$ cat src/rtl/lane_mask_seq.sv
module lane_mask_seq #(
  parameter int LANES = 4,
  parameter int IDX_W = $clog2(LANES),
  parameter int CNT_W = $clog2(LANES) + 1
) (
  input  logic             clk,
  input  logic             rst,
  input  logic [1:0]       mode,
  input  logic             start,
  input  logic             wrap,
  output logic [LANES-1:0] mask,
  output logic [IDX_W-1:0] lane_idx,
  output logic             done
);

  localparam logic [LANES-1:0] ALL_ON = '1;

  function automatic logic [LANES-1:0] half_pat();
    logic [LANES-1:0] p;
    for (int i = 0; i < LANES; i++) p[i] = (i % 2 == 1);
    return p;
  endfunction

  logic             armed;
  logic [CNT_W-1:0] swept, target;
  logic [LANES-1:0] preset_val;
  logic [CNT_W-1:0] preset_tgt;

  always_comb begin
    unique case (mode)
      2'b01:   begin preset_val = half_pat();        preset_tgt = CNT_W'(2); end
      2'b10:   begin preset_val = ALL_ON << 1;       preset_tgt = CNT_W'(LANES); end
      default: begin preset_val = '0;                preset_tgt = CNT_W'(1); end
    endcase
  end

  wire              take_wrap = armed && wrap && !start;
  wire [CNT_W-1:0]  swept_nx  = swept + 1'b1;
  wire [LANES-1:0]  rot       = {mask[LANES-2:0], mask[LANES-1]};

  always_ff @(posedge clk) begin
    if (rst) begin
      mask   <= ALL_ON;
      done   <= 1'b0;
      armed  <= 1'b0;
      swept  <= '0;
      target <= CNT_W'(1);
    end else if (start) begin
      mask   <= preset_val;
      target <= preset_tgt;
      done   <= 1'b0;
      armed  <= 1'b1;
      swept  <= '0;
    end else if (take_wrap) begin
      swept <= swept_nx;
      if (swept_nx == target) begin
        done  <= 1'b1;
        armed <= 1'b0;
        mask  <= ALL_ON;
      end else begin
        mask <= rot;
      end
    end
  end

  always_comb begin
    lane_idx = '0;
    for (int i = LANES - 1; i >= 0; i--)
      if (!mask[i]) lane_idx = IDX_W'(i);
  end

  AST_DONE_BLOCKS: assert property (@(posedge clk) disable iff (rst)
    done |-> mask == ALL_ON) else $error("done with open lanes");

  AST_LATE_WRAP: assert property (@(posedge clk) disable iff (rst)
    (done && wrap && !start) |=> (done && mask == ALL_ON)) else $error("wrap after done acted");

  AST_START_WINS: assert property (@(posedge clk) disable iff (rst)
    start |=> (!done && mask != ALL_ON)) else $error("start did not load");

  AST_OPEN_COUNT: assert property (@(posedge clk) disable iff (rst)
    armed |-> ($countones(~mask) == 1 || $countones(~mask) == 2 || $countones(~mask) == LANES))
    else $error("bad open-lane count");

  AST_IDX_OPEN: assert property (@(posedge clk) disable iff (rst)
    (mask != ALL_ON) |-> !mask[lane_idx]) else $error("index on blocked lane");

  AST_ROTATE_STEP: assert property (@(posedge clk) disable iff (rst)
    (armed && wrap && !start) |=> (done || mask == {$past(mask[LANES-2:0]), $past(mask[LANES-1])}))
    else $error("bad rotation");

endmodule

$ cat config.mk
export PLATFORM = sky130hd
export DESIGN_NAME = lane_mask_seq
export DESIGN_NICKNAME = d
export VERILOG_FILES = /design/src/rtl/lane_mask_seq.sv
export SDC_FILE = /design/constraint.sdc
export NUM_CORES = 1
export LEC_CHECK = 0
export CORE_UTILIZATION = 45
export CTS_BUF_LIST = sky130_fd_sc_hd__clkbuf_4 sky130_fd_sc_hd__clkbuf_8 sky130_fd_sc_hd__clkbuf_16
export DETAILED_ROUTE_END_ITERATION = 10
export DONT_BUFFER_PORTS = 1
export GPL_TIMING_DRIVEN = 0
export PLACE_DENSITY = 0.61
export SLEW_MARGIN = 20
export SYNTH_ARGS = -nofsm -noshare
export SYNTH_HDL_FRONTEND = slang
export SYNTH_SLANG_ARGS = --single-unit
export TNS_END_PERCENT = 30
$ cat constraint.sdc
create_clock -name clk -period 3.15 [get_ports clk]
set_input_delay 0.63 -clock clk [delete_from_list [all_inputs] [get_ports clk]]
set_output_delay 0.63 -clock clk [all_outputs]
set_load 0.02 [all_outputs]
* Word level (Yosys, flattened, before mapping)
Cells that the tools add are included.
** Storage, ports and cells
- Input port bits :: 6
- Output and inout bits :: 7
- Register bits after elaboration :: 12
- Word-level logic and storage cells :: 29
** Operators by class
- Reduce and logical (&&, ||, !) cells :: 8
- Eq/ne operators :: 3
- Mux-type cells :: 12
- Add/subtract/negate cells :: 1
** Operator list (number)
- 2-to-1 mux 4 bit :: 3
- 2-to-1 mux 2 bit :: 4
- case mux 4 bit (2 select lines) :: 1
- case mux 3 bit (2 select lines) :: 1
- AND reduction 2 bit :: 2
- nonzero test 2 bit :: 2
- adder 3 x 1 -> 3 bit, second input constant :: 1
- == test 3 bit :: 1
- 2-to-1 mux 1 bit :: 3
- == test 2 x 1 -> 1 bit, second input constant :: 1
- == test 2 bit, second input constant :: 1
- logical AND 1 bit :: 2
- OR reduction 2 bit :: 1
- logical NOT 1 bit :: 1

* Depth between registers and ports, before layout
Gate-level depths: netlist of run 1.
- Depth in word-level cells :: 5
- Gate-level depth with buffers :: 5
- Mapped depth without buffers :: 5

* Worst setup path before layout of run 1
No wires, ideal clock.
- Path kind :: register to output
- Start point :: register mask[2]
- End point :: output lane_idx[0]
- Setup slack :: 1438 ps
- Required time :: 2520 ps
- Path buffers :: 0
- Data arrival time :: 1082 ps
- Stages on the path, launching flop included :: 3
- Cell sequence :: dfxtp_1 -> nand2b_1 -> a21boi_0
** Between the ends
- Cells in the longest elaborated chain, start to end :: 3
** RTL lines
- start, declared :: RTL line 11 : output logic [LANES-1:0] mask,
- start signal, assigned :: RTL line 49 : mask <= preset_val;
- start signal, assigned :: RTL line 61 : mask <= rot;
- 2-to-1 mux 2 bit (3 in a row) :: RTL line 69 : if (!mask[i]) lane_idx = IDX_W'(i);
- end, declared :: RTL line 12 : output logic [IDX_W-1:0] lane_idx,
No other way between the ends.

* Worst setup path after layout of run 1
Same ends and word-level chain as after synthesis.

==> impl_results.md, run 1 <==
* Die ar. at 1520 um^2
* Final Instance Area at 668 um^2
* Initial Utilization at between 50% and 60%
* Post-synth EDFFs at 0
* Final period utilization at 65.6%
* Synthesized area per cell at 9.91 um^2
* Net load switching power at 87.2 uW
* YS warnings at 0
* Leak at 0.286 nW
* R2r endpoint: done
* Switching share of total power at between 20% and 30%
* Power per standard cell area at 501 nW/um^2
* Flop pwr share at 52.5%
* Internal power at 247 uW
* Clock skew at ~0.0023 ns
* DP HPWL at 794 um
* Worst skew pair latency at roughly 0.27 ns
* Final setup margin at 1.08 ns
* Most frequent cells in the layout: dfxtp_1, nor2_1, inv_1, mux2i_1
* Max Buffers Root-to-Sink at 2
* Hold_ws at 0.512 ns
* Relative slew slack at 56.5%
* Post-CTS Repair Setup Buffers at 0
* PortBufs at 0
* Remaining DRCs at 0
* H-Tree Depth at 1
* Worst setup path category: flop to primary output
* Setup crit end: lane_idx[0]
* Arrival time at the worst endpoint at 1.44 ns
* Hold Violations, Final at 0
* Area of the multi-input gates at 347 um^2
* TNS Setup at 0 ns
* TritonRoute pass-1 iters at 4
* Largest net degree at the start of global routing at 11
* DR iter-0 viols at 6
* Share of layout cells above drive strength 1 at 15.2%
* Worst R2R Start: swept[0]
* CTS root buf: clkbuf_4
* Initial antenna violation count at 0
* Most common cell after layout, fill and taps aside: dfxtp_1
* Sequential-to-total area share from yosys stat at 39.1%
* Area of placed instances at about 630 um^2
* Post-Layout Cell Count at 80
* R2r setup slk at 1.70 ns
* Cells after DPL at 76
* RSZ-0062 raised after global routing: no
* Crit-path max cell delay at 0.54 ns
* Global-route wire length before repair at 1690 um
* Setup WS pre-CTS at 1.36 ns
* Outcome: finished clean
* CP Launch Type: flop
* Critical path origin: mask[2]
* CP max-delay cell: dfxtp_1
* Synth Net Count at 71
* R2R depth at 4
* # setup viols final at 0
* GRT Total Usage at 17.2%
* Antenna diode count at 0
* Post-Route Utilization at 56.3%
* Post_cts resized at 0
* CP Max Fanout at 5
* Mapped Area at 614 um^2
* Post-route ant nets at 0
* GPL Wtd Cong at ~0.69
* Synth Register Bits at 12
* Final min period at 2.07 ns
* Post-layout net count at 76
* Unique masters post-synth at 30
* Core area at 1190 um^2
* Vias in the first global route at around 440
* Worst EP required at 2.52 ns
* # Max-Cap Violations at 0
* CTS tree: done
* Peak Freq at 484 MHz
* Crit path cell chain: nand2b_1 > a21boi_0
* Rows at 12
* Comb pwr share at 11.9%
* Layout area overhead at 8.76%
* Clock buffers created by TritonCTS at 3
* Hold/Removal Path Class: flop to flop
* DR vias/cell at between 5 and 6
* Total power at 334 uW
* Die Height at 39.0 um
* Asr flop ratio synth at 0%
* Die W at approximately 40 um
* Via count at about 460
* Register area at 240 um^2
* Synth Instances at 62
* Reg clk slew, reported paths at 0.07 ns
* Top-level I/O count at 13
* Clock sink count at 12
* Worst slew pin tran at 0.647 ns
* Global route total overflow at 0
* Ys flop type: dfxtp_1
* Routed Wire Length at 1030 um
* Maximum vdd drop at 0.309 mV
* Fillers at 116
* Endpoint class of the critical path: primary output
* Slew Viols, Final at 0
* Clk network pwr share at between 30% and 40%
* Routed length per instance at between 10 and 15 um
* # hold bufs at CTS at 0
-- logic make-up (layout without fill, tap and decap cells) --
group,Yosys count,after routing,synth area share [%]
buf+inv,7,11,4.48
simple gates,18,18,15.5
fa+ha+maj,3,3,6.11
mux,5,5,8.15
compound gates,12,12,17.1
xor+xnor,5,5,9.57
flops,12,12,39.1
-- routing by layer --
metal  share of wire [%]  up-vias  GRT usage [%]
met5                   0        -              0
met4                0.39        0           5.17
met3                 7.9        2           11.0
met2                  44       13           25.8
met1                  47      211           19.7
li1                    -      230              -
-- power by group through the flow --
stage / logic (mW) / clock network [mW] / registers, mW
finish: 0.0398 / 0.119 / 0.176
global route: 0.0448 / 0.131 / 0.177
CTS: 0.0403 / 0.123 / 0.175
detailed placement: 0.0404 / 0 / 0.179
global placement: 0.0401 / 0 / 0.179
floorplan: 0.0351 / 0 / 0.177
-- registers in the layout, indices dropped and copies added, names as in the netlist --
signal  cells
target      3
swept       3
done        1
mask        4
armed       1
-- how the worst min path moves through the flow --
stage,start,to,slack (ns),cells past startpoint
floorplan,target[2],target[2],0.46,2
global placement,target[2],target[2],0.48,2
detailed placement,target[2],target[2],0.51,2
CTS,start,target[1],0.52,2
finish,target[2],target[2],0.51,2
global route,start,target[1],0.53,2
-- cell usage after synthesis (all sizes together), types with 2 or more instances --
library cell,count,area (um^2)
nor2,6,22.5
xor2,3,26.3
o211ai,2,15.0
nand2,2,10.0
dfxtp,12,240
mux2i,5,50.1
a21oi,2,10.0
inv,5,18.8
nor3,3,15.0
ha,3,37.5
-- cell type report --
class	instances	share of cell area [%]
multi-input combinational	43	51.9
inverter	5	2.81
clock buffer	4	5.43
buffer	2	1.31
sequential	12	36.0
tap	14	2.62
-- worst max-delay path, delay by kind of cell (launching register included) --
kind	cells	cell delay, ns
flops	1	0.54
simple gates	1	0.08
compound gates	1	0.54
No activity file was read; power rests on OpenSTA's default activity.
==> inputs of run 2 (changes only) <==
--- a/config.mk
+++ b/config.mk
@@ -10,7 +10,7 @@
 export DETAILED_ROUTE_END_ITERATION = 10
 export DONT_BUFFER_PORTS = 1
 export GPL_TIMING_DRIVEN = 0
-export PLACE_DENSITY = 0.61
+export PLACE_DENSITY = 0.63
 export SLEW_MARGIN = 20
 export SYNTH_ARGS = -nofsm -noshare
 export SYNTH_HDL_FRONTEND = slang
==> constraint.sdc (replaced) <==
create_clock -name clk -period 1.8 [get_ports clk]
set_input_delay 0.36 -clock clk [delete_from_list [all_inputs] [get_ports clk]]
set_output_delay 0.36 -clock clk [all_outputs]
set_load 0.02 [all_outputs]
==> run 2 against run 1 <==
Effect of this change: register-to-register slack worse by 1.4 ns; die area did not move; non-clock buffer count did not move; clock-buffer cell count fell by 1; global-route usage rose by 0.26 points; first-iteration DRC count rose to 2.5 times the previous value; largest power group unchanged.
==> impl_results.md, run 2 (synthesis results as in run 1) <==
* Area of placed instances at 632 um^2 (unchanged)
* Switching share of total power at 27.3% (+1.3 points)
* Peak Freq at 615 MHz
* Arrival time at the worst endpoint at 1.26 ns (-0.18 ns)
* Setup WS pre-CTS at 0.295 ns (-1.07 ns)
* Worst skew pair latency at 0.26 ns (about the same)
* DR vias/cell at 5.71 (+0.16%)
* DR iter-0 viols at 15 (+9)
* Post-CTS Repair Setup Buffers at 0 (unchanged)
* Final min period at 1.62 ns
* Max reg flops at 4 (unchanged)
* Comb pwr share at 13.2% (+1.3 points)
* TNS Setup at 0 ns (unchanged)
* Power per standard cell area at 815 nW/um^2 (+63%)
* Flop pwr share at 57.6% (+5.1 points)
* Worst setup path category: flop to primary output
* Post-layout net count at 76 (unchanged)
* Global-route wire length before repair at 1740 um (+2.8%)
* H-Tree Depth at 1 (unchanged)
* Hold/Removal Path Class: primary input to flop
* Largest Register: mask
* Most common cell after layout, fill and taps aside: dfxtp_1
* Core area at 1190 um^2 (unchanged)
* Die W at 39.0 um (unchanged)
* Final Instance Area at 654 um^2 (-2.1%)
* Relative slew slack at 67.7% (+11 points)
* Routed length per instance at 12.9 um (+0.48%)
* Antenna diode count at 0 (unchanged)
* Top-level I/O count at 13 (unchanged)
* Final setup margin at 0.175 ns (-0.909 ns)
* # hold bufs at CTS at 0 (unchanged)
* Cells after DPL at 76 (unchanged)
* CTS root buf: clkbuf_4
* Clk network pwr share at 29.3% (-6.3 points)
* Internal power at 388 uW (+57%)
* PortBufs at 0 (unchanged)
* Post-route ant nets at 0 (unchanged)
* Worst EP required at 1.44 ns (-1.08 ns)
* Via count at 451 (-1.1%)
* Clock sink count at 12 (unchanged)
* Outcome: finished clean
* Most frequent cells in the layout: dfxtp_1, nor2_1, inv_1, mux2i_1
* # Max-Cap Violations at 0 (unchanged)
* Max Buffers Root-to-Sink at 2 (unchanged)
* Layout area overhead at 6.52%
* Remaining DRCs at 0 (unchanged)
* Leak at 0.280 nW (-2.3%)
* Clock skew at 0.00418 ns (+0.00185 ns)
* Hold Violations, Final at 0 (unchanged)
* Vias in the first global route at 427 (-1.8%)
* Die Height at 39.0 um (unchanged)
* Final period utilization at 90.3%
* Global route total overflow at 0 (unchanged)
* Routed Wire Length at 1020 um (-0.78%)
* TritonRoute pass-1 iters at 4 (unchanged)
* Die ar. at 1520 um^2 (unchanged)
* Reg clk slew, reported paths at 0.07 ns (about the same)
* # setup viols final at 0 (unchanged)
* Slew Viols, Final at 0 (unchanged)
* Post-Layout Cell Count at 79 (-1.3%)
* CP Max Fanout at 5 (unchanged)
* Clock buffers created by TritonCTS at 3 (unchanged)
* Worst slew pin tran at 0.484 ns (-0.163 ns)
* RSZ-0062 raised after global routing: no
* Maximum vdd drop at 0.506 mV (+64%)
* Endpoint class of the critical path: primary output
* Leading registers by flop count: mask: 4 flops, swept: 3 flops, target: 3 flops
* Initial Utilization at 51.8% (unchanged)
* Rows at 12 (unchanged)
* Post_cts resized at 0 (unchanged)
* Share of layout cells above drive strength 1 at 13.8% (-1.3 points)
* Total power at 533 uW (+59%)
* GPL Wtd Cong at 0.714 (+3.5%)
* Net load switching power at 146 uW (+67%)
* Initial antenna violation count at 0 (unchanged)
* CP Launch Type: flop
* DP HPWL at 797 um (+0.39%)
* Largest net degree at the start of global routing at 11 (unchanged)
* GRT Total Usage at 17.4% (+0.26 points)
* CTS tree: done
-- run 2: path summary, 6_finish.rpt --
| path | slack (ns) | endpoint | depth (start not counted) | start |
|---|---|---|---|---|
| setup / recovery | 0.18 | lane_idx[0] | 2 | mask[2] |
| hold / removal | 0.26 | target[1] | 2 | start |
| setup reg to reg | 0.34 | done | 4 | swept[0] |
| hold reg to reg | 0.51 | target[2] | 2 | target[2] |
-- run 2: power groups by stage --
stage                     Clock, mW  Sequential (mW)  Combinational, mW
after global routing          0.173            0.310             0.0791
after global placement            0            0.314             0.0695
final                         0.156            0.307             0.0703
after floorplan                   0            0.309             0.0614
after CTS                     0.162            0.307             0.0705
after detailed placement          0            0.313             0.0703
-- run 2: critical path, cell delays in order, from the launching register on --
cell,delay [ns]
dfxtp_1,0.52
nand2b_1,0.09
a21boi_1,0.40
-- run 2: per-stage QoR --
step / hold slack, ns / utilization, %
after floorplan: 0.462 / -
after global placement: 0.485 / 53.3
after detailed placement: 0.495 / 53.3
after CTS: 0.257 / 55.2
after global routing: 0.252 / 55.2
final: 0.258 / 55.2
-- run 2: cell type report --
class,instances,area [um^2]
clock buffers,3,22.5
flip-flops and latches,12,240
multi-input cells,43,347
fillers,110,532
plain buffers,2,8.76
inverters,5,18.8
well taps,14,17.5
-- run 2: routing by layer --
layer  vias up  routed length [um]  track usage, %
met1       200                 492            21.6
met3         4                  58            5.78
met2        17                 442            25.8
met5         -                   0               0
met4         0                  26            10.3
li1        230                   -               -
==> inputs of run 3 (changes only) <==
--- a/config.mk
+++ b/config.mk
@@ -15,4 +15,4 @@
 export SYNTH_ARGS = -nofsm -noshare
 export SYNTH_HDL_FRONTEND = slang
 export SYNTH_SLANG_ARGS = --single-unit
-export TNS_END_PERCENT = 30
+export TNS_END_PERCENT = 50
==> results of run 3 <==
Same layout as run 2: the final DEF is identical, and so are final timing and power.
